$ cat src/rtl/crp_pkg.sv
package crp_pkg;

   // strobe positions inside the internal request vector
   localparam int unsigned N_STRB   = 4;
   localparam int unsigned STB_ADDR = 0;
   localparam int unsigned STB_DATA = 1;
   localparam int unsigned STB_WR   = 2;
   localparam int unsigned STB_RD   = 3;

   typedef enum logic [1:0] {
      HS_IDLE  = 2'd0,
      HS_WAIT  = 2'd1,
      HS_ACK   = 2'd2,
      HS_BLOCK = 2'd3
   } hs_state_t;

   // power-on content of bank word idx
   function automatic logic [63:0] crp_rst_word(input logic [63:0] pattern, input int unsigned idx);
      return pattern ^ 64'(idx);
   endfunction

endpackage

$ cat src/rtl/crp_handshake.sv
module crp_handshake
   import crp_pkg::*;
#(
   parameter int unsigned N_REQ     = 4,
   parameter int unsigned ACK_DELAY = 2
)(
   input  logic             clk_i,
   input  logic             rst_ni,
   input  logic [N_REQ-1:0] strb_i,
   output logic             ack_o,
   output logic             fire_o,
   output logic [N_REQ-1:0] op_o
);
   localparam int unsigned   CNT_W = $clog2(ACK_DELAY + 1);
   localparam logic [CNT_W-1:0] LAST = CNT_W'(ACK_DELAY);

   hs_state_t        state_q;
   logic [CNT_W-1:0] cnt_q;
   logic [N_REQ-1:0] op_q;
   logic             ack_q;

   // commit happens on the same edge that raises ack
   assign fire_o = (state_q == HS_WAIT) && (strb_i == op_q) && (cnt_q == LAST);
   assign ack_o  = ack_q;
   assign op_o   = op_q;

   always_ff @(posedge clk_i or negedge rst_ni) begin
      if (!rst_ni) begin
         state_q <= HS_IDLE;
         cnt_q   <= '0;
         op_q    <= '0;
         ack_q   <= 1'b0;
      end else begin
         unique case (state_q)
            HS_IDLE: begin
               if (strb_i != '0) begin
                  if ($onehot(strb_i)) begin
                     op_q    <= strb_i;
                     cnt_q   <= CNT_W'(1);
                     state_q <= HS_WAIT;
                  end else begin
                     state_q <= HS_BLOCK;
                  end
               end
            end
            HS_WAIT: begin
               if (strb_i != op_q) begin
                  op_q    <= '0;
                  state_q <= (strb_i == '0) ? HS_IDLE : HS_BLOCK;
               end else if (cnt_q == LAST) begin
                  ack_q   <= 1'b1;
                  state_q <= HS_ACK;
               end else begin
                  cnt_q <= cnt_q + 1'b1;
               end
            end
            HS_ACK: begin
               if ((strb_i & op_q) == '0) begin
                  ack_q   <= 1'b0;
                  op_q    <= '0;
                  state_q <= (strb_i == '0) ? HS_IDLE : HS_BLOCK;
               end
            end
            HS_BLOCK: begin
               if (strb_i == '0) state_q <= HS_IDLE;
            end
            default: state_q <= HS_IDLE;
         endcase
      end
   end

endmodule

$ cat src/rtl/crp_reg_bank.sv
module crp_reg_bank #(
   parameter int unsigned       DATA_W      = 16,
   parameter int unsigned       NUM_REGS    = 32,
   parameter logic [DATA_W-1:0] RST_PATTERN = '0
)(
   input  logic                        clk_i,
   input  logic                        rst_ni,
   input  logic                        we_i,
   input  logic [$clog2(NUM_REGS)-1:0] idx_i,
   input  logic [DATA_W-1:0]           wdata_i,
   output logic [DATA_W-1:0]           rdata_o
);
   localparam int unsigned IDX_W = $clog2(NUM_REGS);

   logic [DATA_W-1:0] word_w [NUM_REGS];

   for (genvar g = 0; g < NUM_REGS; g++) begin : g_word
      logic [DATA_W-1:0] word_q;
      always_ff @(posedge clk_i or negedge rst_ni) begin
         if (!rst_ni)
            word_q <= DATA_W'(crp_pkg::crp_rst_word(64'(RST_PATTERN), g));
         else if (we_i && (idx_i == IDX_W'(g)))
            word_q <= wdata_i;
      end
      assign word_w[g] = word_q;
   end

   assign rdata_o = word_w[idx_i];

endmodule

$ cat src/rtl/crp_target.sv
module crp_target #(
   parameter int unsigned       DATA_W      = 16,
   parameter int unsigned       NUM_REGS    = 32,
   parameter int unsigned       MAX_ADDR    = 32'h201F,
   parameter int unsigned       ACK_DELAY   = 2,
   parameter logic [DATA_W-1:0] RST_PATTERN = 16'hC3A0
)(
   input  logic              clk_i,
   input  logic              rst_ni,
   input  logic              cap_addr_i,
   input  logic              cap_data_i,
   input  logic              wr_req_i,
   input  logic              rd_req_i,
   input  logic [DATA_W-1:0] din_i,
   output logic              ack_o,
   output logic [DATA_W-1:0] dout_o
);
   import crp_pkg::*;

   localparam int unsigned IDX_W    = $clog2(NUM_REGS);
   localparam logic [63:0] ADDR_TOP = (64'd1 << DATA_W) - 64'd1;

   // elaboration-time parameter checks
   if (ACK_DELAY < 1) begin : g_bad_delay
      $error("crp_target: ACK_DELAY must be at least 1");
   end
   if (NUM_REGS < 2 || (NUM_REGS & (NUM_REGS - 1)) != 0) begin : g_bad_depth
      $error("crp_target: NUM_REGS must be a power of two, at least 2");
   end
   if (64'(MAX_ADDR) > ADDR_TOP) begin : g_bad_max
      $error("crp_target: MAX_ADDR does not fit the bus");
   end

   logic [N_STRB-1:0] strb;
   logic [N_STRB-1:0] hs_op;
   logic              hs_fire;
   logic [DATA_W-1:0] adr_q;
   logic [DATA_W-1:0] dat_q;
   logic [DATA_W-1:0] dout_q;
   logic [DATA_W-1:0] bank_rd;
   logic              in_range;
   logic              bank_we;

   assign strb[STB_ADDR] = cap_addr_i;
   assign strb[STB_DATA] = cap_data_i;
   assign strb[STB_WR]   = wr_req_i;
   assign strb[STB_RD]   = rd_req_i;

   crp_handshake #(
      .N_REQ     (N_STRB),
      .ACK_DELAY (ACK_DELAY)
   ) u_hs (
      .clk_i  (clk_i),
      .rst_ni (rst_ni),
      .strb_i (strb),
      .ack_o  (ack_o),
      .fire_o (hs_fire),
      .op_o   (hs_op)
   );

   // range check variant: none needed when the ceiling covers the whole bus
   if (64'(MAX_ADDR) >= ADDR_TOP) begin : g_full_range
      assign in_range = 1'b1;
   end else begin : g_cmp_range
      assign in_range = (adr_q <= DATA_W'(MAX_ADDR));
   end

   always_ff @(posedge clk_i or negedge rst_ni) begin
      if (!rst_ni) begin
         adr_q  <= '0;
         dat_q  <= '0;
         dout_q <= '0;
      end else if (hs_fire) begin
         if (hs_op[STB_ADDR]) adr_q  <= din_i;
         if (hs_op[STB_DATA]) dat_q  <= din_i;
         if (hs_op[STB_RD])   dout_q <= in_range ? bank_rd : '0;
      end
   end

   assign bank_we = hs_fire && hs_op[STB_WR] && in_range;

   crp_reg_bank #(
      .DATA_W      (DATA_W),
      .NUM_REGS    (NUM_REGS),
      .RST_PATTERN (RST_PATTERN)
   ) u_bank (
      .clk_i   (clk_i),
      .rst_ni  (rst_ni),
      .we_i    (bank_we),
      .idx_i   (adr_q[IDX_W-1:0]),
      .wdata_i (dat_q),
      .rdata_o (bank_rd)
   );

   assign dout_o = dout_q;

endmodule

$ cat config.mk
export PLATFORM = sky130hd
export DESIGN_NAME = crp_target
export DESIGN_NICKNAME = d
export VERILOG_FILES = /design/src/rtl/crp_pkg.sv /design/src/rtl/crp_handshake.sv /design/src/rtl/crp_reg_bank.sv /design/src/rtl/crp_target.sv
export SDC_FILE = /design/constraint.sdc
export NUM_CORES = 1
export LEC_CHECK = 0
export BUFFER_PORTS_ARGS = -buffer_cell sky130_fd_sc_hd__buf_2
export CAP_MARGIN = 20
export CORE_ASPECT_RATIO = 1.4
export CORE_MARGIN = 10
export CORE_UTILIZATION = 64
export DETAILED_ROUTE_END_ITERATION = 8
export GPL_ROUTABILITY_DRIVEN = 0
export HOLD_SLACK_MARGIN = 0.08
export PLACE_DENSITY = 0.81
export SLEW_MARGIN = 5
export SYNTH_ARGS = -nofsm -noshare
export SYNTH_HDL_FRONTEND = slang
export SYNTH_SLANG_ARGS = --single-unit
$ cat constraint.sdc
create_clock -name clk_i -period 6.24 [get_ports clk_i]
set_input_delay 1.56 -clock clk_i [delete_from_list [all_inputs] [get_ports clk_i]]
set_output_delay 1.56 -clock clk_i [all_outputs]
set_load 0.05 [all_outputs]
==> flow_summary.yaml, run 1 <==
setup_path:
  path_class: "in -> reg"
  cp.required_ns: 6.69
  start_kind: "primary input"
  crit_buf_inv: 1
  crit_path_max_incr_delay_ns: 0.92
  endpoint_kind: "flip-flop"
  crit_family: "simple AND/OR/NAND/NOR gates"
  crit_chain: "buf_2 -> ha_1 -> nor4_4 -> and3_1 -> nand2_1 -> or3_1 -> o41ai_1"
  crit_arrival_ns: 4.83
  cpMaxStageDelayCell: "or3_1"
  crit_fanout: 17
clock_network:
  cts_tree: "yes"
  cts_root_buf: "clkbuf_16"
  cts_resized: 0
  htree_levels: 2
  clkSinkCount: 569
  path_clk_slew_ns: 0.06
  worstSkewPairLatency_ns: 0.60
  clockBufferDepth: 3
  cts_setup_buffers: 0
  hold_buffers: 0
  numCtsBuffers: 54
finish:
  fin_nets: 1875
  layout-drive-gt1-share: 0.539
  stdcell_count: 2422
  syn2layout_area_growth_pct: 9.90
  antenna_cells: 0
job:
  drv_cap: 0
synthesis:
  yosysWarnings: 0
  synth-edff-count: 0
  yosys.area_share.adder: 0.00786
  synthSimpleGateAreaFrac: 0.0265
  synthFlopType: "dfrtp_1"
  seq_area_frac_synth: 0.552
  muxShareOfSynthArea: 0.329
  synth-compound-area-share: 0.0588
  yosysMostFrequentCell: "mux2_2"
  syn_nets: 1905
  async_reset_ff_frac: 1.00
  synth-seq-cells: 569
  yosysUniqueCellTypes: 51
  synth_top_family_by_area: "multiplexers"
  synthCells: 1867
  synth-xor-area-share: 0
  yosysTopAreaCellShare: 0.281
  syn-cell-area_um2: 26400
  synthTopCellsByCount: "mux2_2, dfrtp_1, dfstp_2"
  synth_area_leaders: "dfrtp_1, dfstp_2, mux2_2, mux2i_1, a22oi_1"
  synth_area_leader_cell: "dfrtp_1"
  avgSynthCellArea_um2: 14.1
power:
  power.total_mw: 10.4
  vdd_ir_drop_max_v: 0.000444
  p_per_area_nw_per_um2: 357
  power.leakage_nw: 12.7
global_route:
  grt_max_degree: 164
  track_usage: 0.251
  overflow: 0
  antenna_found_initial: 1
  grt_pass1_vias: 16900
  grt_pass1_wl_mm: 97.2
timing:
  rsz0062_at_grt: "false"
  fin_skew_ns: 0.0210
  tns_ns: 0
  fmax_mhz: 228
  period_share: 0.703
  fin_crit_ns: 4.38
  slew_viol_final: 0
  max_slew_margin: 0.266
  hold_viol: 0
  worstMarginPinSlew_ns: 1.10
  finalSetupViolations: 0
place:
  dpl.hpwl_mm: 37.3
  dpl.cell_count: 2316
  io_buffers: 38
drt:
  dr.pass1.iters: 6
  finalWirelength_mm: 62.8
  drt_iter0_drc: 1159
  postRouteAntennaNets: 0
  num_vias: 15800
  avgViaCountPerCell: 6.52
  drcViolationCount: 0
  wire_per_inst_um: 25.9
min_path:
  hold_class: "reg -> reg"
die:
  core_area_um2: 41100
  rows: 88
  ios: 39
  die-area_um2: 49900
  fp.dieH_um: 260
  start_util: 0.643
  die_width_um: 192
run_status:
  status: "finished clean"
## sequential cells by signal (all words and copies together), names as in the netlist
signal / flops
u_bank.g_word.word_q: 512
adr_q: 16
dat_q: 16
dout_o: 16
u_hs.op_o: 4
u_hs.cnt_q: 2
u_hs.state_q: 2
u_hs.ack_o: 1
## worst paths after layout
check                             start                           to  slack, ns  cells after the start
setup / recovery               rd_req_i                    dout_o[8]       1.86                      7
hold / removal               u_hs.ack_o                   u_hs.ack_o       0.49                      1
setup reg to reg           u_hs.op_o[2]                    dout_o[8]       2.51                      6
hold reg to reg              u_hs.ack_o                   u_hs.ack_o       0.49                      1
max in group asynchronous        rst_ni  u_bank.g_word[30].word_q[6]       3.94                      2
min in group asynchronous        rst_ni   u_bank.g_word[7].word_q[4]       0.92                      1
## through the flow
| step | setup slack (ns) | instance area, um2 | utilization | hold WS, ns |
|---|---|---|---|---|
| after floorplan | 2.30 | 26400 | - | 0.471 |
| after global placement | 1.47 | 26900 | 0.655 | 0.479 |
| after detailed placement | 1.35 | 27000 | 0.656 | 0.479 |
| after CTS | 1.92 | 28900 | 0.704 | 0.501 |
| after global routing | 1.78 | 29000 | 0.707 | 0.513 |
| final | 1.86 | 29000 | 0.707 | 0.493 |
## logic make-up after synthesis
logic type,Yosys count
AOI/OAI and AO/OA,209
and+or+nand+nor,113
DFF,569
adders and majority gates,16
muxes,795
buffers and inverters,165
## report_power, final
part           switching (mW)  total, mW  internal (mW)
clock                    1.39       3.56           2.17
combinational            1.79       2.70          0.909
sequential              0.300       4.12           3.82
total                    3.48       10.4           6.90
## worst reg2reg max path: cells and delay by family (launching register included)
kind | cells | cell delay [ns]
compound gates | 1 | 0.55
fa+ha+maj | 1 | 0.35
flops | 1 | 0.44
simple gates | 4 | 2.25
## layout make-up
type,count,area (um2)
Sequential cell,569,14600
Fill cell,2686,12000
Multi-Input combinational cell,1133,11200
Clock buffer,84,1680
Tap cell,540,676
Timing Repair Buffer,69,598
Clock inverter,17,287
Inverter,10,37.5
## cell usage in the layout, fill, tap and decap left out, drive strengths merged, types with 2 or more instances in the layout
| cell | Yosys | routed |
|---|---|---|
| mux2 | 544 | 544 |
| dfrtp | 297 | 297 |
| dfstp | 272 | 272 |
| mux2i | 247 | 247 |
| clkbuf | 93 | 84 |
| buf | 62 | 69 |
| a22oi | 62 | 62 |
| nand2 | 52 | 52 |
| a21oi | 35 | 35 |
| a22o | 30 | 30 |
| a221oi | 30 | 30 |
| o41ai | 16 | 16 |
| o22ai | 16 | 16 |
| ha | 15 | 15 |
| nand3 | 13 | 13 |
| inv | 10 | 10 |
| nor2 | 9 | 9 |
| bufinv | 0 | 8 |
| clkinv | 0 | 8 |
| nor2b | 8 | 8 |
| nor4 | 7 | 7 |
| nor3 | 5 | 5 |
| nand2b | 4 | 4 |
| o21ai | 4 | 4 |
| o31ai | 4 | 4 |
| mux4 | 4 | 4 |
| nand4 | 4 | 4 |
| and2 | 3 | 3 |
| or2 | 2 | 2 |
| and3 | 2 | 2 |
| a2111oi | 2 | 2 |
| a31oi | 2 | 2 |
## layer usage
metal	vias up	track usage	routed length [um]
met2	414	0.427	31900
met3	123	0.0342	3060
met1	8410	0.315	25300
met4	2	0.111	2450
met5	-	0	12
li1	6841	-	-
(Power assumes the default switching activity.)
==> inputs of run 2 (changes only) <==
CORE_UTILIZATION = 63   (was 64)
PLACE_DENSITY = 0.8   (was 0.81)
clock period = 4.6 ns   (was 6.24 ns; I/O delays follow)
==> run 2 against run 1 <==
Net effect: clock power up 20%; power grew 31%; global-route usage shrank 0.31 points; clock skew is 0.011 ns lower; cell count increased by 0.74%; critical endpoint is now u_bank.g_word[22].word_q[11].
==> flow_summary.yaml, run 2 (synthesized netlist as in run 1, its figures left out) <==
place:
  dpl.hpwl_mm: 38.5
  io_buffers: 38
  pre_cts_slack_ns: 0.385
  dpl.cell_count: 2333
setup_path:
  crit_buf_inv: 1
  crit_path_max_incr_delay_ns: 0.64
  crit_path_frequent_cell: "nor4_4"
  crit_chain: "buf_2 -> ha_1 -> nor4_4 -> nand4_4 -> nor4_4 -> nand3_2 -> mux2_2"
  cp.required_ns: 5.06
  crit_family: "simple AND/OR/NAND/NOR gates"
  start_kind: "primary input"
  cpMaxStageDelayCell: "nor4_4"
  crit_arrival_ns: 4.08
  endpoint_kind: "flip-flop"
  crit_fanout: 16
  path_class: "in -> reg"
clock_network:
  numCtsBuffers: 53
  clkSinkCount: 569
  htree_levels: 2
  cts_resized: 0
  path_clk_slew_ns: 0.06
  cts_root_buf: "clkbuf_16"
  clockBufferDepth: 3
  cts_tree: "yes"
  worstSkewPairLatency_ns: 0.58
  hold_buffers: 0
  cts_setup_buffers: 0
die:
  ios: 39
  core_area_um2: 41300
  die-area_um2: 50600
  die_width_um: 193
  fp.dieH_um: 262
  rows: 88
  start_util: 0.640
global_route:
  overflow: 0
  grt_max_degree: 112
  track_usage: 0.248
  grt_pass1_wl_mm: 98.4
  grt_pass1_vias: 16900
  antenna_found_initial: 0
timing:
  setup_ws_ns: 0.985
  finalSetupViolations: 0
  rsz0062_at_grt: "false"
  worstMarginPinSlew_ns: 1.07
  max_slew_margin: 0.284
  fin_crit_ns: 3.62
  tns_ns: 0
  fmax_mhz: 277
  fin_skew_ns: 0.0101
  slew_viol_final: 0
  period_share: 0.786
  hold_viol: 0
min_path:
  hold_class: "reg -> reg"
drt:
  finalWirelength_mm: 63.8
  avgViaCountPerCell: 6.54
  postRouteAntennaNets: 0
  num_vias: 16000
  drt_iter0_drc: 1123
  dr.pass1.iters: 5
  drcViolationCount: 0
  wire_per_inst_um: 26.1
finish:
  syn2layout_area_growth_pct: 10.2
  largest_reg_flops: 512
  mostFrequentLayoutCell: "mux2_2"
  fin_nets: 1896
  stdcell_count: 2440
  layout_common_cells: "mux2_2, dfrtp_1, dfstp_2"
  antenna_cells: 0
  top_register: "u_bank.g_word.word_q"
  layout-drive-gt1-share: 0.542
run_status:
  status: "finished clean"
power:
  p_per_area_nw_per_um2: 466
  vdd_ir_drop_max_v: 0.000428
  power.leakage_nw: 12.8
job:
  drv_cap: 0
## run 2: cell types whose count changed in the layout (fill, tap and decap cells not counted), sizes merged
| cell | change |
|---|---|
| clkinv | +4 |
| inv | +1 |
| buf | +22 |
| bufinv | -6 |
| clkbuf | -3 |
## run 2: final timing paths
kind                         startpoint                            to  slack [ns]  cells past startpoint
hold reg to reg              u_hs.ack_o                    u_hs.ack_o        0.48                      1
setup reg to reg           u_hs.op_o[2]  u_bank.g_word[22].word_q[11]        1.26                      6
max in group asynchronous        rst_ni   u_bank.g_word[29].word_q[7]        2.89                      2
min in group asynchronous        rst_ni  u_bank.g_word[13].word_q[11]        0.67                      1
setup / recovery               rd_req_i  u_bank.g_word[22].word_q[11]        0.98                      7
hold / removal               u_hs.ack_o                    u_hs.ack_o        0.48                      1
## run 2: per-stage QoR
stage	hold slack, ns	utilization	area [um2]	total power [mW]
floorplan	0.471	-	26400	7.80
global placement	0.482	0.657	27100	9.03
detailed placement	0.471	0.658	27100	9.13
CTS	0.486	0.698	28800	13.4
global route	0.512	0.705	29100	14.0
finish	0.482	0.705	29100	13.6
## run 2: cell type report
class | count | area (um2)
clock buffers | 81 | 1550
multi-input cells | 1133 | 11200
fillers | 2771 | 12200
well taps | 540 | 676
repair buffers | 91 | 943
clock inverters | 16 | 138
inverters | 10 | 37.5
flip-flops and latches | 569 | 14600
## run 2: metal layers
layer / up-vias / global-route usage / routed length, um
met1: 8521 / 0.311 / 25500
met3: 127 / 0.0283 / 2840
li1: 6891 / - / -
met2: 423 / 0.430 / 33100
met5: - / 0 / 0
met4: 0 / 0.0929 / 2330
## run 2: power breakdown
| part | switching (mW) | internal [mW] | total (mW) | leakage [nW] |
|---|---|---|---|---|
| Clock | 1.85 | 2.43 | 4.28 | 0.838 |
| Sequential | 0.447 | 5.18 | 5.63 | 6.93 |
| Combinational | 2.33 | 1.33 | 3.66 | 4.99 |
| Total | 4.63 | 8.94 | 13.6 | 12.8 |
==> inputs of run 3 (changes only) <==
CORE_UTILIZATION = 57   (was 63)
PLACE_DENSITY = 0.76   (was 0.8)
clock period = 3.2 ns   (was 4.6 ns; I/O delays follow)
==> run 3 against run 2 <==
Net effect: worst hold slack got worse by 0.31 ns; clock power is 49% higher; setup slack lost 0.70 ns; sequential share of layout area shrank 2.0 points; die area increased by 9.6%; largest cell class unchanged.
==> flow_summary.yaml, run 3 (synthesized netlist as in run 1, its figures left out) <==
drt:
  num_vias: 15900
  finalWirelength_mm: 64.3
  drcViolationCount: 0
  postRouteAntennaNets: 0
  dr.pass1.iters: 5
  wire_per_inst_um: 24.9
  drt_iter0_drc: 908
  avgViaCountPerCell: 6.16
setup_path:
  cp.required_ns: 3.66
  start_kind: "flip-flop"
  crit_fanout: 34
  critPathLaunch: "adr_q[1]"
  r2r-start: "adr_q[1]"
  path_class: "reg -> reg"
  r2r_slack_ns: 0.29
  endpoint_kind: "flip-flop"
  crit_arrival_ns: 3.37
clock_network:
  cts_setup_buffers: 0
  path_clk_slew_ns: 0.06
  clockBufferDepth: 3
  hold_buffers: 0
  cts_tree: "yes"
  htree_levels: 2
  cts_resized: 0
  cts_root_buf: "clkbuf_16"
  numCtsBuffers: 53
  worstSkewPairLatency_ns: 0.59
  clkSinkCount: 569
place:
  pre_cts_slack_ns: -0.156
  io_buffers: 38
  dpl.hpwl_mm: 40.9
power:
  power.total_mw: 20.0
  vdd_ir_drop_max_v: 0.000487
  p_sw_frac: 0.338
  p_per_area_nw_per_um2: 660
  power_frac_comb: 0.281
  pwr-share-clk: 0.320
  power.leakage_nw: 13.3
  seqPwrFrac: 0.399
  internal_power_mw: 13.2
  power.net_switching_mw: 6.76
finish:
  syn2layout_area_growth_pct: 14.7
  top_register: "u_bank.g_word.word_q"
  largest_reg_flops: 512
  layout_common_cells: "mux2_2, dfrtp_1, dfstp_2"
  fin_nets: 1963
  antenna_cells: 0
  multi_input_area_um2: 11200
  mostFrequentLayoutCell: "mux2_2"
  layout-drive-gt1-share: 0.558
  fillers: 3231
  ff_latch_area_um2: 14600
die:
  die_width_um: 202
  rows: 93
  ios: 39
  start_util: 0.575
  fp.dieH_um: 275
  die-area_um2: 55500
  core_area_um2: 46000
global_route:
  antenna_found_initial: 0
  grt_max_degree: 98
  grt_pass1_wl_mm: 99.9
  track_usage: 0.229
  grt_pass1_vias: 17100
  overflow: 0
timing:
  finalSetupViolations: 0
  rsz0062_at_grt: "false"
  worstMarginPinSlew_ns: 1.05
  tns_ns: 0
  setup_ws_ns: 0.288
  period_share: 0.910
  fin_skew_ns: 0.0289
  fmax_mhz: 343
  max_slew_margin: 0.301
  hold_viol: 0
  whs_ns: 0.172
  slew_viol_final: 0
  fin_crit_ns: 2.91
run_status:
  status: "finished clean"
job:
  drv_cap: 0
min_path:
  hold_class: "in -> async"
run 3: cell types whose count changed in the layout (fill, tap and decap cells not counted), moves of 2 or more:
cell / previous run / this run
buf_12: 11 / 52
buf_4: 31 / 58
clkinv_2: 11 / 8
clkbuf_8: 12 / 14
run 3: power groups by stage:
stage / Combinational, mW / Sequential [mW] / Clock (mW)
after global placement: 4.87 / 8.39 / 0
after detailed placement: 5.07 / 8.35 / 0
after CTS: 5.08 / 8.24 / 6.50
after global routing: 5.88 / 8.03 / 6.78
final: 5.61 / 7.98 / 6.39
after floorplan: 3.38 / 7.83 / 0
run 3: area by class of cell:
cell class / count / area share
multi-input combinational: 1133 / 0.369
sequential: 569 / 0.481
timing repair buffer: 158 / 0.0644
clock buffer: 84 / 0.0530
inverter: 10 / 0.00124
tap: 617 / 0.0255
clock inverter: 15 / 0.00566
run 3: path summary, 6_finish.rpt:
check / cells past startpoint / to
max: 6 / dout_o[11]
min in group clk_i: 2 / adr_q[8]
min reg2reg: 2 / dout_o[15]
min: 1 / adr_q[14]
max reg2reg: 6 / dout_o[11]
max in group asynchronous: 2 / u_bank.g_word[27].word_q[8]
run 3: routing by layer:
metal / global-route usage / share of wire / up-vias
li1: - / - / 7017
met1: 0.281 / 0.41 / 8487
met2: 0.401 / 0.51 / 307
met3: 0.0294 / 0.038 / 122
met4: 0.0979 / 0.040 / 0
met5: 0 / 0 / -
run 3: metrics by stage:
step	area [um2]	cells	util
final	30300	2586	0.659
after global routing	30300	2586	0.659
after global placement	28200	2477	0.614
after floorplan	26400	1867	-
after detailed placement	28300	2479	0.616
after CTS	30100	2578	0.654
run 3: critical path, stage by stage, from the launching register on:
cell,delay (ns)
dfrtp_4,0.85
buf_12,0.31
mux2i_1,0.12
a22o_1,0.24
a221oi_1,0.68
o22ai_1,0.22
o41ai_1,0.33
